--- config.mk ---
export PLATFORM = sky130hd
export DESIGN_NAME = hiccup_restart_timer
export DESIGN_NICKNAME = d
export VERILOG_FILES = /design/src/rtl/hiccup_restart_timer.sv
export SDC_FILE = /design/constraint.sdc
export NUM_CORES = 1
export LEC_CHECK = 0
export ABC_AREA = 0
export CAP_MARGIN = 20
export CORE_ASPECT_RATIO = 1.5
export CORE_MARGIN = 2
export CORE_UTILIZATION = 46
export DETAILED_ROUTE_END_ITERATION = 10
export PLACE_DENSITY = 0.87
export REMOVE_ABC_BUFFERS = 1
export SYNTH_ARGS = -nofsm -noshare
export SYNTH_HDL_FRONTEND = slang
export SYNTH_SLANG_ARGS = --single-unit
--- constraint.sdc ---
create_clock -name clk -period 4.4 [get_ports clk]
set_input_delay 0.88 -clock clk [delete_from_list [all_inputs] [get_ports clk]]
set_output_delay 0.88 -clock clk [all_outputs]
set_load 0.03 [all_outputs]
--- src/rtl/hiccup_restart_timer.sv ---
module hiccup_restart_timer #(
  parameter int ACC_W    = 16,
  parameter int SS_W     = 16,
  parameter int SLOW_DIV = 110
) (
  input  logic             clk,
  input  logic             rst_n,
  input  logic             cyc_strobe,
  input  logic             ilim_evt,
  input  logic             first_pulse,
  input  logic             ext_trig,
  input  logic [1:0]       prot_mode,
  input  logic [ACC_W-1:0] trip_level,
  input  logic [ACC_W-1:0] up_step,
  input  logic [ACC_W-1:0] down_step,
  input  logic [SS_W-1:0]  ss_step,
  input  logic [SS_W-1:0]  ss_full,
  input  logic [SS_W-1:0]  pulse_level,
  output logic             hiccup_active,
  output logic [SS_W-1:0]  ss_level,
  output logic [ACC_W-1:0] ovl_level,
  output logic             ovl_clr,
  output logic             ss_clr
);

  localparam int DIV_W = (SLOW_DIV > 1) ? $clog2(SLOW_DIV) : 1;
  localparam logic [DIV_W-1:0] DIV_LAST = DIV_W'(SLOW_DIV - 1);
  localparam logic [1:0] MODE_LIMIT = 2'd0;
  localparam logic [1:0] MODE_IMMED = 2'd1;
  localparam logic [1:0] MODE_DELAY = 2'd2;

  logic [DIV_W-1:0] div_cnt;

  logic [ACC_W:0]   up_sum;
  logic [ACC_W-1:0] up_sat, down_val;
  logic [SS_W:0]    ss_sum;
  logic [SS_W-1:0]  ss_next;
  logic integ_on, trip, release_now, slow_tick, ss_adv;

  assign up_sum   = {1'b0, ovl_level} + {1'b0, up_step};
  assign up_sat   = up_sum[ACC_W] ? '1 : up_sum[ACC_W-1:0];
  assign down_val = (ovl_level > down_step) ? ovl_level - down_step : '0;
  assign integ_on = (prot_mode == MODE_DELAY);

  assign trip = (ext_trig && prot_mode != MODE_LIMIT)
             || (prot_mode == MODE_IMMED && cyc_strobe && ilim_evt)
             || (integ_on && cyc_strobe && ilim_evt && up_sat >= trip_level);

  assign release_now = hiccup_active && first_pulse && (ss_level >= pulse_level);

  assign slow_tick = (div_cnt == DIV_LAST);
  assign ss_adv    = hiccup_active ? slow_tick : 1'b1;
  assign ss_sum    = {1'b0, ss_level} + {1'b0, ss_step};
  assign ss_next   = (ss_sum >= {1'b0, ss_full}) ? ss_full : ss_sum[SS_W-1:0];

  always_ff @(posedge clk or negedge rst_n) begin
    if (!rst_n) begin
      ovl_level <= '0;
      ovl_clr   <= 1'b0;
      ss_clr    <= 1'b0;
    end else begin
      ovl_clr <= trip;
      ss_clr  <= trip;
      if (trip || !integ_on)
        ovl_level <= '0;
      else if (cyc_strobe)
        ovl_level <= ilim_evt ? up_sat : down_val;
    end
  end

  always_ff @(posedge clk or negedge rst_n) begin
    if (!rst_n) begin
      hiccup_active <= 1'b0;
      ss_level      <= '0;
      div_cnt       <= '0;
    end else if (trip) begin
      hiccup_active <= 1'b1;
      ss_level      <= '0;
      div_cnt       <= '0;
    end else begin
      if (release_now) hiccup_active <= 1'b0;
      div_cnt <= (hiccup_active && !slow_tick) ? div_cnt + DIV_W'(1) : '0;
      if (ss_adv) ss_level <= ss_next;
    end
  end

endmodule

* Yosys cells after proc, flatten, opt, wreduce, memory -nomap -nowiden
Cells that the tools add are included.
Cells by class: muxes and demuxes 13, magnitude comparators 4, add/subtract/negate cells 4, reductions and logical operators 18, equality and inequality tests 3
Operators with widths (count):
- $mux W16 | 8
- $add A16 B16 Y17 | 2
- $ge A16 B16 Y1 | 2
- $ge A17 B16 Y1 | 1
- $gt A16 B16 Y1 | 1
- $sub A16 B16 Y16 | 1
- $mux W7 | 2
- $logic_and A1 B1 Y1 | 9
- $reduce_bool A2 Y1 | 4
- $add A7 B1 Y7 const B | 1
- $eq A7 B7 Y1 const B | 1
- $logic_or A1 B1 Y1 | 3
- $mux W1 | 3
- $eq A2 B1 Y1 const B | 1
- $eq A2 B2 Y1 const B | 1
- $logic_not A1 Y1 | 2
Storage, ports and cells: bits in registers 41, word-level logic and storage cells 47, input port bits 104, output and inout port bits 35

* Longest topological paths before layout
word-level depth 7, depth in mapped cells 21, mapped depth without buffers 19

* Least setup slack after synthesis
OpenSTA, ideal clock, no wires.
path type input to register, start point input port up_step[0], end point register hiccup_active, library setup time 0.128 ns, slack -0.476 ns, cell stages on the path 21, required time 4.272 ns, buffers on the path 2, data arrival time 4.749 ns, path through ha_1 > fa_1 > a21o_1 > a21oi_1 > o21ai_1 > a41oi_1 > a22o_1 > o21a_1 > buf_4 > nand2_1 > ha_1 > a21o_1 > a211oi_1 > nand2_1 > a21oi_1 > o21bai_1 > a211oi_1 > o211a_1 > a211oi_2 > clkbuf_1 > o21bai_1
Between the ends: cells in the longest elaborated chain, start to end 6, elaborated cells on any way between the ends 7, classes of those cells 1 x add/sub; 1 x order compare; 2 x mux; 3 x reduce/logical
RTL lines:
- start, declared | line 14 | input logic [ACC_W-1:0] up_step,
- $add A16 B16 Y17 * | line 40 | assign up_sum = {1'b0, ovl_level} + {1'b0, up_step};
- $mux W16 * | line 41 | assign up_sat = up_sum[ACC_W] ? '1 : up_sum[ACC_W-1:0];
- $ge A16 B16 Y1 * | line 47 | || (integ_on && cyc_strobe && ilim_evt && up_sat >= trip_level);
- $logic_and A1 B1 Y1 * | line 47
- $logic_or A1 B1 Y1 * | line 47
- $mux W1 / $reduce_bool A2 Y1 (equally long branches)
- end signal, assigned | line 73 | hiccup_active <= 1'b0;
- end signal, assigned | line 77 | hiccup_active <= 1'b1;
- end signal, assigned | line 81 | if (release_now) hiccup_active <= 1'b0;
- end, declared | line 19 | output logic hiccup_active,
Mark *: on every way between the ends. The rest lies on a longest branch, timed or not. A chain may end at the register's enable or synchronous reset.

* Worst setup path after layout
start point input port ss_step[0], end point register ss_level[12]
Between the ends: cells in the longest elaborated chain, start to end 5
RTL lines:
- start, declared | line 16 | input logic [SS_W-1:0] ss_step,
- $add A16 B16 Y17 * | line 53 | assign ss_sum = {1'b0, ss_level} + {1'b0, ss_step};
- $ge A17 B16 Y1 | line 54 | assign ss_next = (ss_sum >= {1'b0, ss_full}) ? ss_full : ss_sum[SS_W-1:0];
- $mux W16 * | line 54
- $mux W16 * | line 83 | if (ss_adv) ss_level <= ss_next;
- $mux W16 * | line 76 | end else if (trip) begin
- end signal, assigned | line 83
- end, declared | line 20 | output logic [SS_W-1:0] ss_level,
Mark *: on every way between the ends. The rest lies on a longest branch, timed or not. The select of a mux whose other input is x is not followed.

==> flow_summary.yaml <==
status:
  status: "finished, violations left"
  violations: "setup timing"
route:
  post_drt_wl_per_cell_um: 21.13
  via_count: 6602
  first_iter_violations: 497
  firstDrtPassIters: 5
  routed_wirelength_um: 22630
  detail-route-antenna-nets: 0
  drc_errors: 0
  vias_per_cell: 6.164
floorplan:
  dieArea_mm2: 0.01260
  io_pins: 139
  core-area_mm2: 0.01147
  die_h_um: 136.5
  die_w_um: 92.33
  std_cell_rows: 48
  initial_core_util: 0.4692
sta:
  finalSetupViolCount: 22
  hold_violations: 0
  setup_tns_ps: -6581
  tightestPinTransition_ps: 762.7
  finClkSkew_ps: 7.434
  rsz0062_at_grt: "true"
  fmax_mhz: 205.1
  worst_slack_ps: -474.8
  slew_headroom: 0.4899
  fin_crit_ps: 4875
  fin_hold_ws_ps: 422.7
  min_period_over_period: 1.108
  slew_viol_final: 0
critical_path:
  worstPathArrival_ps: 5070
  r2r-start: "ss_level[0]"
  crit_required_ps: 4590
  critPathCaptureType: "flop"
  reg2reg_to: "ss_level[12]"
  cp_max_fo: 5
  regToRegSetupSlack_ps: -230
  crit_type: "input pin to flop"
  cp-start-kind: "input pin"
  reg2regPathDepth: 20
grt:
  grt_max_degree: 42
  grt_antenna_before_repair: 0
  first_global_vias: 6729
  grt_pass1_wl_um: 31620
  track_usage: 0.3192
  grt_overflow_total: 0
power:
  p_leak_uw: 0.004269
  power_density_mw_per_mm2: 481.1
  vdd_ir_drop_max_mv: 0.2312
  power.total_uw: 4259
place:
  pre_cts_ws_ps: -1367
  place_hpwl_um: 13710
  routabilityCongestion: 0.9120
  port_buffers: 138
synth:
  synthSimpleGateAreaFrac: 0.1448
  synth_top_family_by_area: "compound AO/OA/AOI/OAI gates"
  synth_cells: 662
  synth-xor-area-share: 0.06834
  avgSynthCellArea_um2: 8.131
  syn_area_mm2: 0.005383
  synth_top_area_frac: 0.2278
  synth.area.mux_share: 0.02882
  synth.distinct_cells: 59
  yosysSeqAreaShare: 0.1906
  yosysTopAreaCell: "ha_1"
  synth_edf_count: 0
  synthAdderAreaFrac: 0.2390
  ys.flop_type: "dfrtp_1"
  synth-async-reset-ratio: 1.000
  synthTopCellsByArea: "ha_1, dfrtp_1, inv_1"
  ys_seq_elements: 41
  synth_compound_area_frac: 0.2592
  yosys_warnings: 0
clock_tree:
  cts.reportedPaths.clkPinSlew_ps: 60
  cts.sinks: 41
  cts_tree: "done"
  clockBufferDepth: 2
  cts_root_buf: "clkbuf_16"
  htreeDepth: 2
  clk_latency_ps: 300
  cts_buffers: 5
finish:
  area_growth_syn_to_layout_pct: 64.48
  antenna_cells: 0
  final_nets: 1125
  drive_gt1_frac: 0.2823
  final_util: 0.7718
hold_path:
  hold_path_class: "input pin to async pin"
run:
  cap_violations: 0
-- worst max path at each step --
| stage | from | endpoint | slack, ps | depth (start not counted) |
|---|---|---|---|---|
| floorplan | ss_step[0] | ss_level[2] | -1000 | 19 |
| global placement | ss_step[0] | ss_level[7] | -1230 | 21 |
| detailed placement | ss_step[0] | ss_level[4] | -1370 | 21 |
| CTS | ss_step[0] | ss_level[8] | -130 | 19 |
| global route | ss_step[0] | ss_level[12] | -680 | 20 |
| finish | ss_step[0] | ss_level[12] | -470 | 21 |
-- layout by cell type, fill, tap and decap left out, types with 4 or more instances in the layout --
cell type | synthesis | final
ha_1 | 98 | 78
a211oi_1 | 26 | 14
nand4_1 | 9 | 9
o21bai_1 | 8 | 7
a311oi_1 | 10 | 7
mux2i_1 | 14 | 10
a22oi_1 | 5 | 5
dfrtp_1 | 41 | 41
o21ai_1 | 4 | 5
buf_6 | 2 | 12
nor2b_1 | 5 | 5
nor3_1 | 10 | 7
mux2i_2 | 0 | 4
o211ai_1 | 4 | 4
buf_4 | 2 | 115
a21oi_2 | 1 | 13
o21ai_2 | 1 | 8
nand2_1 | 54 | 44
a31oi_1 | 8 | 6
o21a_1 | 10 | 8
a211oi_2 | 4 | 14
nand3_1 | 12 | 12
inv_1 | 75 | 74
dlygate4sd2_1 | 0 | 7
xor2_1 | 19 | 17
nor2_1 | 61 | 59
ha_4 | 0 | 17
and3_1 | 4 | 4
o21ai_0 | 19 | 11
a21oi_1 | 43 | 29
xnor2_1 | 23 | 23
a21o_1 | 26 | 26
nand2b_1 | 6 | 5
a2111oi_4 | 1 | 4
nand2_4 | 0 | 8
clkdlybuf4s50_1 | 0 | 122
clkbuf_16 | 0 | 5
-- power by group --
part | internal [µW] | leakage, µW | switching, µW
sequential | 458 | 0.000554 | 107
clock | 325 | 0.0000938 | 168
combinational | 1560 | 0.00362 | 1640
-- cells in the mapped netlist (all sizes together) (2+ instances only) --
master / count
o211ai: 4
mux2i: 14
a211oi: 30
o2111ai: 2
nor4: 3
buf: 6
nor2b: 5
o21bai: 8
inv: 75
a31oi: 8
clkbuf: 12
o21a: 10
a311oi: 10
nand2: 55
a22oi: 5
or2: 3
a41oi: 2
nor3: 10
nand3: 12
a211o: 2
fa: 3
ha: 98
xor2: 19
xnor2: 23
and3: 4
nand4: 9
o31ai: 7
a2111oi: 6
nor2: 63
a21o: 26
dfrtp: 41
nand2b: 6
a21oi: 44
o21ai: 24
-- area by class of cell --
cell class	instances	area, µm²
multi-input combinational	528	4693
fill	685	2618
timing repair buffer	269	2475
sequential	41	1026
inverter	75	281.5
tap	150	187.7
clock buffer	5	125.1
clock inverter	3	65.06
-- layer usage --
metal / routed length, µm / track usage / vias to the layer above
li1: - / - / 2903
met1: 7298 / 0.3048 / 3113
met2: 11950 / 0.6188 / 440
met3: 1591 / 0.04712 / 146
met4: 1790 / 0.2114 / 0
met5: 0 / 0 / -
-- metrics by stage --
| step | instance area (µm²) | instances |
|---|---|---|
| 3_5_place_dp | 7647 | 1033 |
| 6_report | 8853 | 1071 |
| 4_1_cts | 8496 | 1060 |
| 3_3_place_gp | 7647 | 1033 |
| 5_1_grt | 8853 | 1071 |
| 2_1_floorplan | 5291 | 644 |
-- flip-flops by register name, indices dropped and copies added (netlist names) --
register       flops
div_cnt            7
hiccup_active      1
ovl_level         16
ss_clr             1
ss_level          16
-- timing repair --
action,in CTS,in global routing
endpoints found under the hold margin,0,0
pin swaps,79,33
cloned,3,0
hold buffers,0,0
setup endpoints to repair,41,41
buffers inserted,17,10
gates resized for setup,125,54
-- kinds of logic (layout without fill, tap and decap cells) --
family	after synthesis	count (layout)
xor gates and xnor gates	42	42
adders and majority gates	101	101
muxes	15	15
DFF	41	41
buffers and inverters	93	352
and+or+nand+nor	174	174
AOI/OAI and AO/OA	196	196
-- critical path, cell delays in order --
cell       delay, ps
buf_8            100
ha_4             150
buf_4            130
buf_6            110
a211o_4          360
a2111oi_4        400
o31ai_2          140
o31ai_2          320
buf_4            200
o2111ai_4        110
a21oi_2          150
xnor2_1          170
ha_1             300
nand4_1          130
nor4_2            70
a2111oi_2        380
o211ai_1         180
buf_4            210
buf_6            140
mux2i_2          160
a211oi_2         280
(Power assumes the default switching activity.)
